[config.mk]
export PLATFORM = sky130hd
export DESIGN_NAME = addr_loop_unit
export DESIGN_NICKNAME = d
export VERILOG_FILES = /design/src/rtl/alu_ptr_pkg.sv /design/src/rtl/alu_ptr_ctrl.sv /design/src/rtl/alu_ptr_datapath.sv /design/src/rtl/addr_loop_unit.sv
export SDC_FILE = /design/constraint.sdc
export NUM_CORES = 1
export LEC_CHECK = 0
export BUFFER_PORTS_ARGS = -buffer_cell sky130_fd_sc_hd__buf_2
export CORE_MARGIN = 2
export CORE_UTILIZATION = 55
export CTS_CLUSTER_SIZE = 16
export DETAILED_ROUTE_END_ITERATION = 6
export PLACE_DENSITY = 0.82
export SLEW_MARGIN = 0
export SYNTH_ARGS = -nofsm -noshare
export SYNTH_HDL_FRONTEND = slang
export SYNTH_SLANG_ARGS = --single-unit
[constraint.sdc]
create_clock -name clk -period 6.24 [get_ports clk]
set_input_delay 0.312 -clock clk [delete_from_list [all_inputs] [get_ports clk]]
set_output_delay 0.312 -clock clk [all_outputs]
set_load 0.1 [all_outputs]
[src/rtl/alu_ptr_pkg.sv]
package alu_ptr_pkg;
  // strobes from control to datapath
  typedef struct packed {
    logic ldSrc;
    logic ldDst;
    logic ldCnt;
    logic incSrc;
    logic incDst;
    logic decCnt;
  } ptrStrobe_t;

  typedef enum logic [1:0] {
    SEL_SRC  = 2'd0,
    SEL_DST  = 2'd1,
    SEL_CNT  = 2'd2,
    SEL_ZERO = 2'd3
  } outSel_e;
endpackage

[src/rtl/alu_ptr_ctrl.sv]
module alu_ptr_ctrl
  import alu_ptr_pkg::*;
(
  input  logic       clk,
  input  logic       rstN,
  input  logic       loadSrc,
  input  logic       loadDst,
  input  logic       loadCnt,
  input  logic       srcRead,
  input  logic       dstWrite,
  input  logic       loopDec,
  input  logic       cntIsOne,
  output ptrStrobe_t strb,
  output logic       readReq,
  output logic       writeReq,
  output logic       branchTaken
);
  always_comb begin
    strb.ldSrc  = loadSrc;
    strb.ldDst  = loadDst;
    strb.ldCnt  = loadCnt;
    strb.incSrc = srcRead & ~loadSrc;
    strb.incDst = dstWrite & ~loadDst;
    strb.decCnt = loopDec & ~loadCnt;
  end

  assign readReq     = srcRead;
  assign writeReq    = dstWrite;
  assign branchTaken = strb.decCnt & ~cntIsOne;

  // no branch while a counter load is in progress
  a_r8_no_branch_on_load: assert property (@(posedge clk) disable iff (!rstN)
    loadCnt |-> !branchTaken);
  // a branch needs a decrement request
  a_r6_branch_needs_dec: assert property (@(posedge clk) disable iff (!rstN)
    branchTaken |-> loopDec);
endmodule

[src/rtl/alu_ptr_datapath.sv]
module alu_ptr_datapath
  import alu_ptr_pkg::*;
#(
  parameter int DATA_W = 16
) (
  input  logic              clk,
  input  logic              rstN,
  input  ptrStrobe_t        strb,
  input  logic [DATA_W-1:0] stackTop,
  input  logic [1:0]        outSel,
  output logic [DATA_W-1:0] srcPtr,
  output logic [DATA_W-1:0] dstPtr,
  output logic [DATA_W-1:0] regOut,
  output logic              cntIsOne
);
  localparam logic [DATA_W-1:0] ONE = DATA_W'(1);

  logic [DATA_W-1:0] srcReg, dstReg, cntReg;

  always_ff @(posedge clk or negedge rstN) begin
    if (!rstN) begin
      srcReg <= '0;
      dstReg <= '0;
      cntReg <= '0;
    end else begin
      if (strb.ldSrc)       srcReg <= stackTop;
      else if (strb.incSrc) srcReg <= srcReg + ONE;
      if (strb.ldDst)       dstReg <= stackTop;
      else if (strb.incDst) dstReg <= dstReg + ONE;
      if (strb.ldCnt)       cntReg <= stackTop;
      else if (strb.decCnt) cntReg <= cntReg - ONE;
    end
  end

  assign srcPtr   = srcReg;
  assign dstPtr   = dstReg;
  assign cntIsOne = (cntReg == ONE);

  always_comb begin
    unique case (outSel_e'(outSel))
      SEL_SRC: regOut = srcReg;
      SEL_DST: regOut = dstReg;
      SEL_CNT: regOut = cntReg;
      default: regOut = '0;
    endcase
  end

  // a load takes stackTop
  a_r2_src_load: assert property (@(posedge clk) disable iff (!rstN)
    strb.ldSrc |=> srcReg == $past(stackTop));
  a_r2_cnt_load: assert property (@(posedge clk) disable iff (!rstN)
    strb.ldCnt |=> cntReg == $past(stackTop));
  // source post-increment with wrap
  a_r3_src_step: assert property (@(posedge clk) disable iff (!rstN)
    (strb.incSrc && !strb.ldSrc) |=> srcReg == $past(srcReg) + ONE);
  // destination post-increment
  a_r4_dst_step: assert property (@(posedge clk) disable iff (!rstN)
    (strb.incDst && !strb.ldDst) |=> dstReg == $past(dstReg) + ONE);
  // counter decrement
  a_r6_cnt_step: assert property (@(posedge clk) disable iff (!rstN)
    (strb.decCnt && !strb.ldCnt) |=> cntReg == $past(cntReg) - ONE);
  // idle registers hold
  a_r9_dst_hold: assert property (@(posedge clk) disable iff (!rstN)
    (!strb.ldDst && !strb.incDst) |=> $stable(dstReg));
  a_r9_cnt_hold: assert property (@(posedge clk) disable iff (!rstN)
    (!strb.ldCnt && !strb.decCnt) |=> $stable(cntReg));
endmodule

[src/rtl/addr_loop_unit.sv]
module addr_loop_unit
  import alu_ptr_pkg::*;
#(
  parameter int DATA_W = 16
) (
  input  logic              clk,
  input  logic              rstN,
  input  logic [DATA_W-1:0] stackTop,
  input  logic              loadSrc,
  input  logic              loadDst,
  input  logic              loadCnt,
  input  logic              srcRead,
  input  logic              dstWrite,
  input  logic              loopDec,
  input  logic [1:0]        outSel,
  output logic [DATA_W-1:0] regOut,
  output logic              readReq,
  output logic [DATA_W-1:0] readAddr,
  output logic              writeReq,
  output logic [DATA_W-1:0] writeAddr,
  output logic              branchTaken
);
  ptrStrobe_t strb;
  logic       cntIsOne;

  alu_ptr_ctrl i_ctrl (
    .clk(clk), .rstN(rstN),
    .loadSrc(loadSrc), .loadDst(loadDst), .loadCnt(loadCnt),
    .srcRead(srcRead), .dstWrite(dstWrite), .loopDec(loopDec),
    .cntIsOne(cntIsOne), .strb(strb),
    .readReq(readReq), .writeReq(writeReq), .branchTaken(branchTaken)
  );

  alu_ptr_datapath #(.DATA_W(DATA_W)) i_dp (
    .clk(clk), .rstN(rstN), .strb(strb), .stackTop(stackTop),
    .outSel(outSel), .srcPtr(readAddr), .dstPtr(writeAddr),
    .regOut(regOut), .cntIsOne(cntIsOne)
  );
endmodule

Yosys cells after proc, flatten, opt, wreduce, memory -nomap -nowiden --
Cells that the tools add are included. W data, S select, Z words.
Cells by class: equality and inequality tests 3, multiplexer cells 7, bitwise gates (word level) 8, add/subtract/negate cells 3, reductions and logical operators 4
Operator list (number):
- $mux W16 | 6
- $pmux W16 S3 | 1
- $add A16 B1 Y16 const B | 2
- $eq A16 B1 Y1 const B | 1
- $sub A16 B1 Y16 const B | 1
- $reduce_bool A2 Y1 | 3
- $and A1 B1 Y1 | 4
- $not A1 Y1 | 4
- $eq A2 B1 Y1 const B | 1
- $eq A2 B2 Y1 const B | 1
- $logic_not A2 Y1 | 1
Storage, ports and cells: bits in registers 48, input port bits 26, output and inout bits 51, logic and storage cells 28

Logic depth before layout (Yosys ltp) --
Gate-level depths: netlist (run 1).
depth after elaboration 4, depth in mapped cells 6, depth with buffers taken out 6

Cells and area by module --
A second synthesis (run 1) with hierarchy kept.
Unflattened totals: cell total of the unflattened synthesis 362, area total of the unflattened synthesis 3050.4 um^2
Modules (own cells, without submodules):
- alu_ptr_datapath | area each 2981.6 um^2, sequential area each 1201.2 um^2, instances 1, cells an instance 353
- alu_ptr_ctrl | area each 68.8 um^2, sequential area each 0.0 um^2, instances 1, cells an instance 9

Worst setup path before layout (run 1) --
No wires, ideal clock.
path type input to output, start point in outSel[1], end point out regOut[6], setup slack 2.522 ns, stages 4, buffers on the path 2, data arrival time 3.406 ns, data required time 5.928 ns, cell sequence clkbuf_1 -> clkbuf_1 -> mux2i_1 -> o21ai_0
Between the ends: longest elaborated chain between the ends 2, elaborated cells on any way between the ends 4, classes of those cells eq/ne: 2; mux: 1; reduce/logical: 1
Ends and longest elaborated chain:
- start, declared | RTL line addr_loop_unit.sv:15 | input logic [1:0] outSel,
- $eq A2 B2 Y1, or another cell as far along | RTL line alu_ptr_datapath.sv:40 | unique case (outSel_e'(outSel))
- $pmux W16 S3 * | RTL line alu_ptr_datapath.sv:40
- end, declared | RTL line addr_loop_unit.sv:16 | output logic [DATA_W-1:0] regOut,
Mark *: on every way between the ends. The rest lies on a longest branch, timed or not.

Final worst setup path (run 1) --
start point reg i_dp.cntReg[8], end point out branchTaken
Between the ends: longest elaborated chain between the ends 3
Ends and longest elaborated chain:
- start, declared | RTL line alu_ptr_datapath.sv:18 | logic [DATA_W-1:0] srcReg, dstReg, cntReg;
- start signal, assigned | RTL line alu_ptr_datapath.sv:30 | if (strb.ldCnt) cntReg <= stackTop;
- start signal, assigned | RTL line alu_ptr_datapath.sv:31 | else if (strb.decCnt) cntReg <= cntReg - ONE;
- $eq A16 B1 Y1 | RTL line alu_ptr_datapath.sv:37 | assign cntIsOne = (cntReg == ONE);
- $not A1 Y1 | RTL line alu_ptr_ctrl.sv:29 | assign branchTaken = strb.decCnt & ~cntIsOne;
- $and A1 B1 Y1 | RTL line alu_ptr_ctrl.sv:29
- end, declared | RTL line addr_loop_unit.sv:21 | output logic branchTaken
Every way passes these cells.

==> flow_metrics.py, run 1 <==
metrics = {
    "status": {
        "status": "completed",
    },
    "sta": {
        "hold_viol": 0,
        "worstMarginPinSlew_ns": 1.097,
        "setup_viol": 0,
        "drv_slew": 0,
        "clock_skew_ns": 0.01150,
        "rsz0062_at_grt": "no",
        "fmax_mhz": 354.9,
        "relSlewSlack": 0.2672,
        "tns_ns": 0,
        "period_share": 0.4516,
        "holdWs_ns": 0.1910,
        "fin_crit_ns": 2.818,
    },
    "routing": {
        "vias": 2888,
        "ant_nets": 0,
        "firstDrtPassIters": 5,
        "wirelength_mm": 8.203,
        "initialDrtViolationCount": 193,
        "drcViolationCount": 0,
        "wl_per_cell_um": 16.88,
        "routed_via_density": 5.942,
    },
    "finish": {
        "antenna_cells": 0,
        "areaGrowthSynthToFinish_pct": 16.40,
        "multiInputGateArea_um2": 1684,
        "drive_above_1_share": 0.2188,
        "fin_nets": 445,
        "fill_cells": 446,
        "ff_latch_area_um2": 1201,
    },
    "global_routing": {
        "grt_pass1_vias": 2708,
        "grt_max_degree": 49,
        "grt_usage": 0.2792,
        "grt_pass1_wl_mm": 13.28,
        "globalRouteOverflowTotal": 0,
        "antenna_found_initial": 0,
    },
    "logic_synthesis": {
        "syn_inst": 352,
        "synthTopCellsByArea": "dfrtp_1 40%, o21ai_0 9.5%, nand2_1 8.5%",
        "ys_ff_latch": 48,
        "yosysSeqAreaShare": 0.4005,
        "yosysUniqueCellTypes": 35,
        "synth.top_cell.area_share": 0.4005,
        "synth_area_um2": 2999,
        "syn_nets": 382,
        "synth.avg_cell_area_um2": 8.520,
        "yosysTopAreaCell": "dfrtp_1",
        "ys_warn_count": 0,
    },
    "clock_tree": {
        "cts_tree": "built",
        "cts_resized": 0,
        "htreeDepth": 2,
        "clock_latency_ns": 0.31,
        "clk_path_buf_depth": 2,
        "clk_pin_slew_ns": 0.10,
        "clock_sinks": 48,
        "postCtsHoldBufs": 0,
        "cts_made_buffers": 5,
        "cts_setup_buffers": 0,
        "clockRootBuffer": "clkbuf_8",
    },
    "floorplan": {
        "die_x_um": 77.85,
        "io_pins": 77,
        "die_area_um2": 6060,
        "core_um2": 5172,
        "start_util": 0.5798,
        "die_h_um": 77.85,
        "num_rows": 26,
    },
    "power": {
        "peakVddDrop_mv": 0.2086,
        "p_leak_nw": 1.520,
        "powerDensity_nw_per_um2": 299.6,
        "power_switching_share": 0.4826,
        "p_int_mw": 0.5411,
        "power_switching_mw": 0.5047,
        "p_comb_frac": 0.403,
        "p_seq_frac": 0.378,
        "clock_power_share": 0.219,
    },
    "place": {
        "place_congestion": 0.9014,
        "io_buffers": 76,
        "hpwl_mm": 6.134,
    },
    "worst_setup_path": {
        "cpLargestDelayFamily": "simple AND/OR/NAND/NOR gates",
        "critPathArrivalTime_ns": 2.51,
        "crit_fanout": 4,
        "path_class": "flop to primary output",
        "r2r-end": "i_dp.cntReg[15]$_DFFE_PN0P_",
        "reg2reg_setup_slack_ns": 4.06,
        "crit_slowest_cell": "or4_4",
        "worst-path-buf-inv": 1,
        "cp_data_required_time_ns": 5.93,
        "max_stage_delay_ns": 0.58,
        "critPathCaptureType": "primary output",
        "r2r_start": "i_dp.cntReg[8]$_DFFE_PN0P_",
        "critPathLaunchType": "flop",
        "r2r_cells": 4,
        "cpMostUsedCell": "or4_4",
        "worstPathCellList": "or4_4 > or4_4 > o311a_2 > buf_2",
    },
    "run": {
        "max_cap_violations": 0,
    },
    "hold_path": {
        "hp-class": "input pin to async pin",
    },
}
[worst register-to-register path, stage by stage, from the launching register on]
cell and delay, ns:
dfrtp_1 0.43, or4_4 0.58, or4_4 0.56, or3_1 0.36, a31oi_1 0.18
[cell usage in the layout (no fill, tap or decap), types with 2 or more instances in the layout]
cell type / n
or3_1: 5
nand4_1: 11
inv_1: 8
buf_2: 76
nor4_1: 11
xnor2_1: 19
nand3_1: 9
or4_1: 3
nor3_1: 8
nand2b_1: 3
nor2_1: 15
a221o_1: 4
nand2_1: 68
nor3b_1: 4
o31a_1: 4
and4_1: 2
clkbuf_8: 5
or4_4: 2
xor2_1: 16
mux2i_1: 18
o21ai_0: 57
a31oi_1: 3
dfrtp_1: 48
ha_1: 4
[Yosys cell counts]
cell,number
nand4b_1,1
nand3_1,9
nand4_1,11
and4_1,2
nor3b_1,4
o211ai_1,1
xor2_1,16
or2_2,1
and3_1,1
buf_2,1
mux2_2,1
or4_4,2
dfrtp_1,48
or4_1,3
nand2_1,68
nor3_1,8
o21ai_0,57
buf_4,2
a221o_1,4
o31a_1,4
xnor2_1,19
nor2b_1,1
nor2_1,15
or3_1,5
nand2b_1,3
mux2i_1,18
ha_1,4
inv_1,8
a31oi_1,3
or3b_2,1
o311a_2,1
and4bb_2,1
nor4_1,11
clkbuf_1,17
nand4_2,1
[per-layer routing]
| layer | vias up | track usage | routed length, um |
|---|---|---|---|
| met4 | 0 | 0.1018 | 213 |
| met1 | 1385 | 0.3739 | 3584 |
| met5 | - | 0 | 0 |
| met3 | 16 | 0.04419 | 502 |
| li1 | 1368 | - | - |
| met2 | 119 | 0.4569 | 3902 |
[sequential cells by signal, summed over array words and instances, names as in the netlist]
register and count:
i_dp.srcPtr 16, i_dp.dstPtr 16, i_dp.cntReg 16
[power by group through the flow]
| stage | clock network, mW | registers [mW] | logic [mW] |
|---|---|---|---|
| after floorplan | 0 | 0.538 | 0.195 |
| after global placement | 0 | 0.398 | 0.416 |
| after detailed placement | 0 | 0.400 | 0.421 |
| after CTS | 0.229 | 0.394 | 0.422 |
| after global routing | 0.242 | 0.401 | 0.441 |
| final | 0.229 | 0.395 | 0.421 |
[cell families (layout without fill, tap and decap cells)]
family / Yosys count / in the layout / share of synthesized area
AOI/OAI and AO/OA: 70 / 70 / 0.1327
xor gates and xnor gates: 35 / 35 / 0.1022
adders and majority gates: 4 / 4 / 0.01669
buffers and inverters: 28 / 92 / 0.03796
DFF: 48 / 48 / 0.4005
muxes: 19 / 19 / 0.06383
and+or+nand+nor: 148 / 148 / 0.2461
[through the flow]
| stage | setup WS, ns | instances | area (um2) | total power, mW | utilization |
|---|---|---|---|---|---|
| after floorplan | 2.522 | 352 | 2999 | 0.7334 | - |
| after global placement | 3.798 | 478 | 3383 | 0.8135 | 0.6541 |
| after detailed placement | 3.757 | 478 | 3383 | 0.8204 | 0.6541 |
| after CTS | 3.425 | 486 | 3491 | 1.045 | 0.6749 |
| after global routing | 3.381 | 486 | 3491 | 1.083 | 0.6749 |
| final | 3.422 | 486 | 3491 | 1.046 | 0.6749 |
[final cells by class]
class                      instances  area share
sequential                        48      0.3441
clock buffer                       6     0.02079
multi-input combinational        276      0.4824
tap                               70     0.02509
clock inverter                     2     0.01004
timing repair buffer              76      0.1090
inverter                           8    0.008602
[worst max-delay path by stage]
stage / start / end / slack (ns) / depth (start not counted)
global placement: i_dp.cntReg[8]$_DFFE_PN0P_ / branchTaken / 3.80 / 4
global route: i_dp.cntReg[8]$_DFFE_PN0P_ / branchTaken / 3.38 / 4
CTS: i_dp.cntReg[8]$_DFFE_PN0P_ / branchTaken / 3.42 / 4
detailed placement: outSel[1] / regOut[3] / 3.76 / 5
finish: i_dp.cntReg[8]$_DFFE_PN0P_ / branchTaken / 3.42 / 4
floorplan: outSel[1] / regOut[6] / 2.52 / 4
Note: power is estimated with default switching activity, not from simulation.
==> run 2: changes to the inputs <==
CORE_UTILIZATION = 48   (was 55)
PLACE_DENSITY = 0.76   (was 0.82)
clock period = 2.3 ns   (was 6.24 ns; I/O delays follow)
==> flow_metrics.py, run 2 (same netlist as run 1, synthesis figures left out) <==
metrics = {
    "hold_path": {
        "min_from": "stackTop[8]",
        "hold_end": "i_dp.srcPtr[8]$_DFFE_PN0P_",
        "hold-path-cell-count": 3,
        "hp-class": "input pin to flop",
    },
    "power": {
        "power_switching_mw": 1.403,
        "power_switching_share": 0.4639,
        "p_seq_frac": 0.350,
        "powerDensity_nw_per_um2": 760.6,
        "p_comb_frac": 0.449,
        "clock_power_share": 0.200,
        "p_int_mw": 1.621,
        "p_leak_nw": 1.690,
        "peakVddDrop_mv": 0.4472,
    },
    "worst_setup_path": {
        "cpLargestDelayFamily": "simple AND/OR/NAND/NOR gates",
        "cpMostUsedCell": "or4_4",
        "r2r_start": "i_dp.cntReg[8]$_DFFE_PN0P_",
        "critPathArrivalTime_ns": 2.30,
        "max_stage_delay_ns": 0.55,
        "r2r-end": "i_dp.cntReg[15]$_DFFE_PN0P_",
        "path_class": "flop to primary output",
        "r2r_cells": 4,
        "worstPathCellList": "or4_4 > or4_4 > o311a_4 > buf_12",
        "crit_slowest_cell": "or4_4",
        "critPathLaunchType": "flop",
        "reg2reg_setup_slack_ns": 0.24,
        "critPathCaptureType": "primary output",
        "crit_fanout": 3,
        "cp_data_required_time_ns": 2.18,
        "worst-path-buf-inv": 1,
    },
    "sta": {
        "fin_crit_ns": 2.411,
        "period_share": 1.048,
        "rsz0062_at_grt": "yes",
        "relSlewSlack": 0.6324,
        "holdWs_ns": 0.06971,
        "setup_viol": 1,
        "hold_viol": 0,
        "layout_setup_ws_ns": -0.1111,
        "drv_slew": 0,
        "clock_skew_ns": 0.006382,
        "worstMarginPinSlew_ns": 0.5513,
        "fmax_mhz": 414.7,
    },
    "global_routing": {
        "antenna_found_initial": 0,
        "globalRouteOverflowTotal": 0,
        "grt_pass1_wl_mm": 14.65,
        "grt_max_degree": 35,
        "grt_pass1_vias": 2808,
        "grt_usage": 0.2641,
    },
    "status": {
        "status": "finished, violations left",
        "violations": "negative setup slack",
    },
    "finish": {
        "antenna_cells": 0,
        "mostFrequentLayoutCells": "68 x nand2_1, 59 x buf_2, 41 x o21ai_0",
        "final_common_cell": "nand2_1",
        "fin_nets": 463,
        "ff_latch_area_um2": 1219,
        "drive_above_1_share": 0.3157,
        "multiInputGateArea_um2": 1754,
        "areaGrowthSynthToFinish_pct": 32.58,
        "fill_cells": 472,
    },
    "routing": {
        "vias": 3010,
        "wirelength_mm": 8.905,
        "drcViolationCount": 0,
        "routed_via_density": 5.914,
        "initialDrtViolationCount": 226,
        "firstDrtPassIters": 5,
        "wl_per_cell_um": 17.50,
        "ant_nets": 0,
    },
    "floorplan": {
        "die_area_um2": 6896,
        "die_h_um": 83.05,
        "die_x_um": 83.05,
        "start_util": 0.5006,
        "io_pins": 77,
        "core_um2": 5991,
        "num_rows": 28,
    },
    "clock_tree": {
        "clock_latency_ns": 0.31,
        "clk_path_buf_depth": 2,
        "htreeDepth": 2,
        "cts_tree": "built",
        "cts_made_buffers": 5,
        "clockRootBuffer": "clkbuf_8",
        "clock_sinks": 48,
        "clk_pin_slew_ns": 0.09,
    },
    "place": {
        "hpwl_mm": 6.704,
        "io_buffers": 76,
        "place_congestion": 0.8339,
        "post-place-ws_ns": 0.09022,
    },
    "run": {
        "max_cap_violations": 0,
    },
}
-- run 2: changes by cell type in the layout (fill, tap and decap cells not counted), sizes merged --
cell         previous run  this run
dlygate4sd3             0         1
clkinv                  1         0
clkbuf                  6         7
buf                    76        93
-- run 2: layer usage --
layer | vias to the layer above | share of wire | track usage
li1 | 1404 | - | -
met1 | 1464 | 0.43 | 0.3737
met2 | 132 | 0.49 | 0.4252
met3 | 10 | 0.069 | 0.03976
met4 | 0 | 0.013 | 0.06855
met5 | - | 0 | 0
-- run 2: worst reg2reg max path: stages, from the launching register on --
cell and delay (ns):
dfrtp_1 0.39, or4_4 0.55, or4_4 0.55, or3_1 0.35
a31oi_1 0.16
-- run 2: cell type report --
class	count	share of cell area
Clock buffer	7	0.01919
Clock inverter	1	0.007552
Inverter	8	0.007552
Multi-Input combinational cell	276	0.4412
Sequential cell	48	0.3065
Tap cell	75	0.02360
Timing Repair Buffer	94	0.1945
-- run 2: worst max path at each step --
stage / start / end / slack (ns) / cells after the start
floorplan: i_dp.srcPtr[0]$_DFFE_PN0P_ / i_dp.srcPtr[15]$_DFFE_PN0P_ / 0.004 / 4
global placement: i_dp.cntReg[8]$_DFFE_PN0P_ / branchTaken / 0.10 / 4
detailed placement: i_dp.cntReg[8]$_DFFE_PN0P_ / branchTaken / 0.09 / 4
CTS: i_dp.cntReg[2]$_DFFE_PN0P_ / branchTaken / -0.09 / 4
global route: i_dp.cntReg[8]$_DFFE_PN0P_ / branchTaken / -0.15 / 4
finish: i_dp.cntReg[8]$_DFFE_PN0P_ / branchTaken / -0.11 / 4
-- run 2: power by group through the flow --
stage / Sequential [mW] / Combinational (mW) / Clock, mW
after floorplan: 1.47 / 0.553 / 0
final: 1.06 / 1.36 / 0.606
after global routing: 1.08 / 1.42 / 0.652
after detailed placement: 1.07 / 1.35 / 0
after CTS: 1.06 / 1.36 / 0.616
after global placement: 1.07 / 1.33 / 0
-- run 2: what timing repair did --
action / in CTS / in global routing
hold buffers: 1 / 0
gates resized for setup: 5 / 0
hold endpoints to repair: 22 / 0
setup endpoints to repair: 1 / 1
buffers inserted: 1 / 0
pin swaps: 2 / 1
-- run 2: per-stage QoR --
| stage | util | area (um2) | instances | setup TNS, ns | total power, mW |
|---|---|---|---|---|---|
| after floorplan | - | 3077 | 352 | 0 | 2.019 |
| after global placement | 0.6389 | 3827 | 499 | 0 | 2.397 |
| after detailed placement | 0.6389 | 3827 | 499 | 0 | 2.419 |
| after CTS | 0.6637 | 3976 | 509 | -0.09411 | 3.031 |
| after global routing | 0.6637 | 3976 | 509 | -0.1509 | 3.143 |
| final | 0.6637 | 3976 | 509 | -0.1111 | 3.024 |
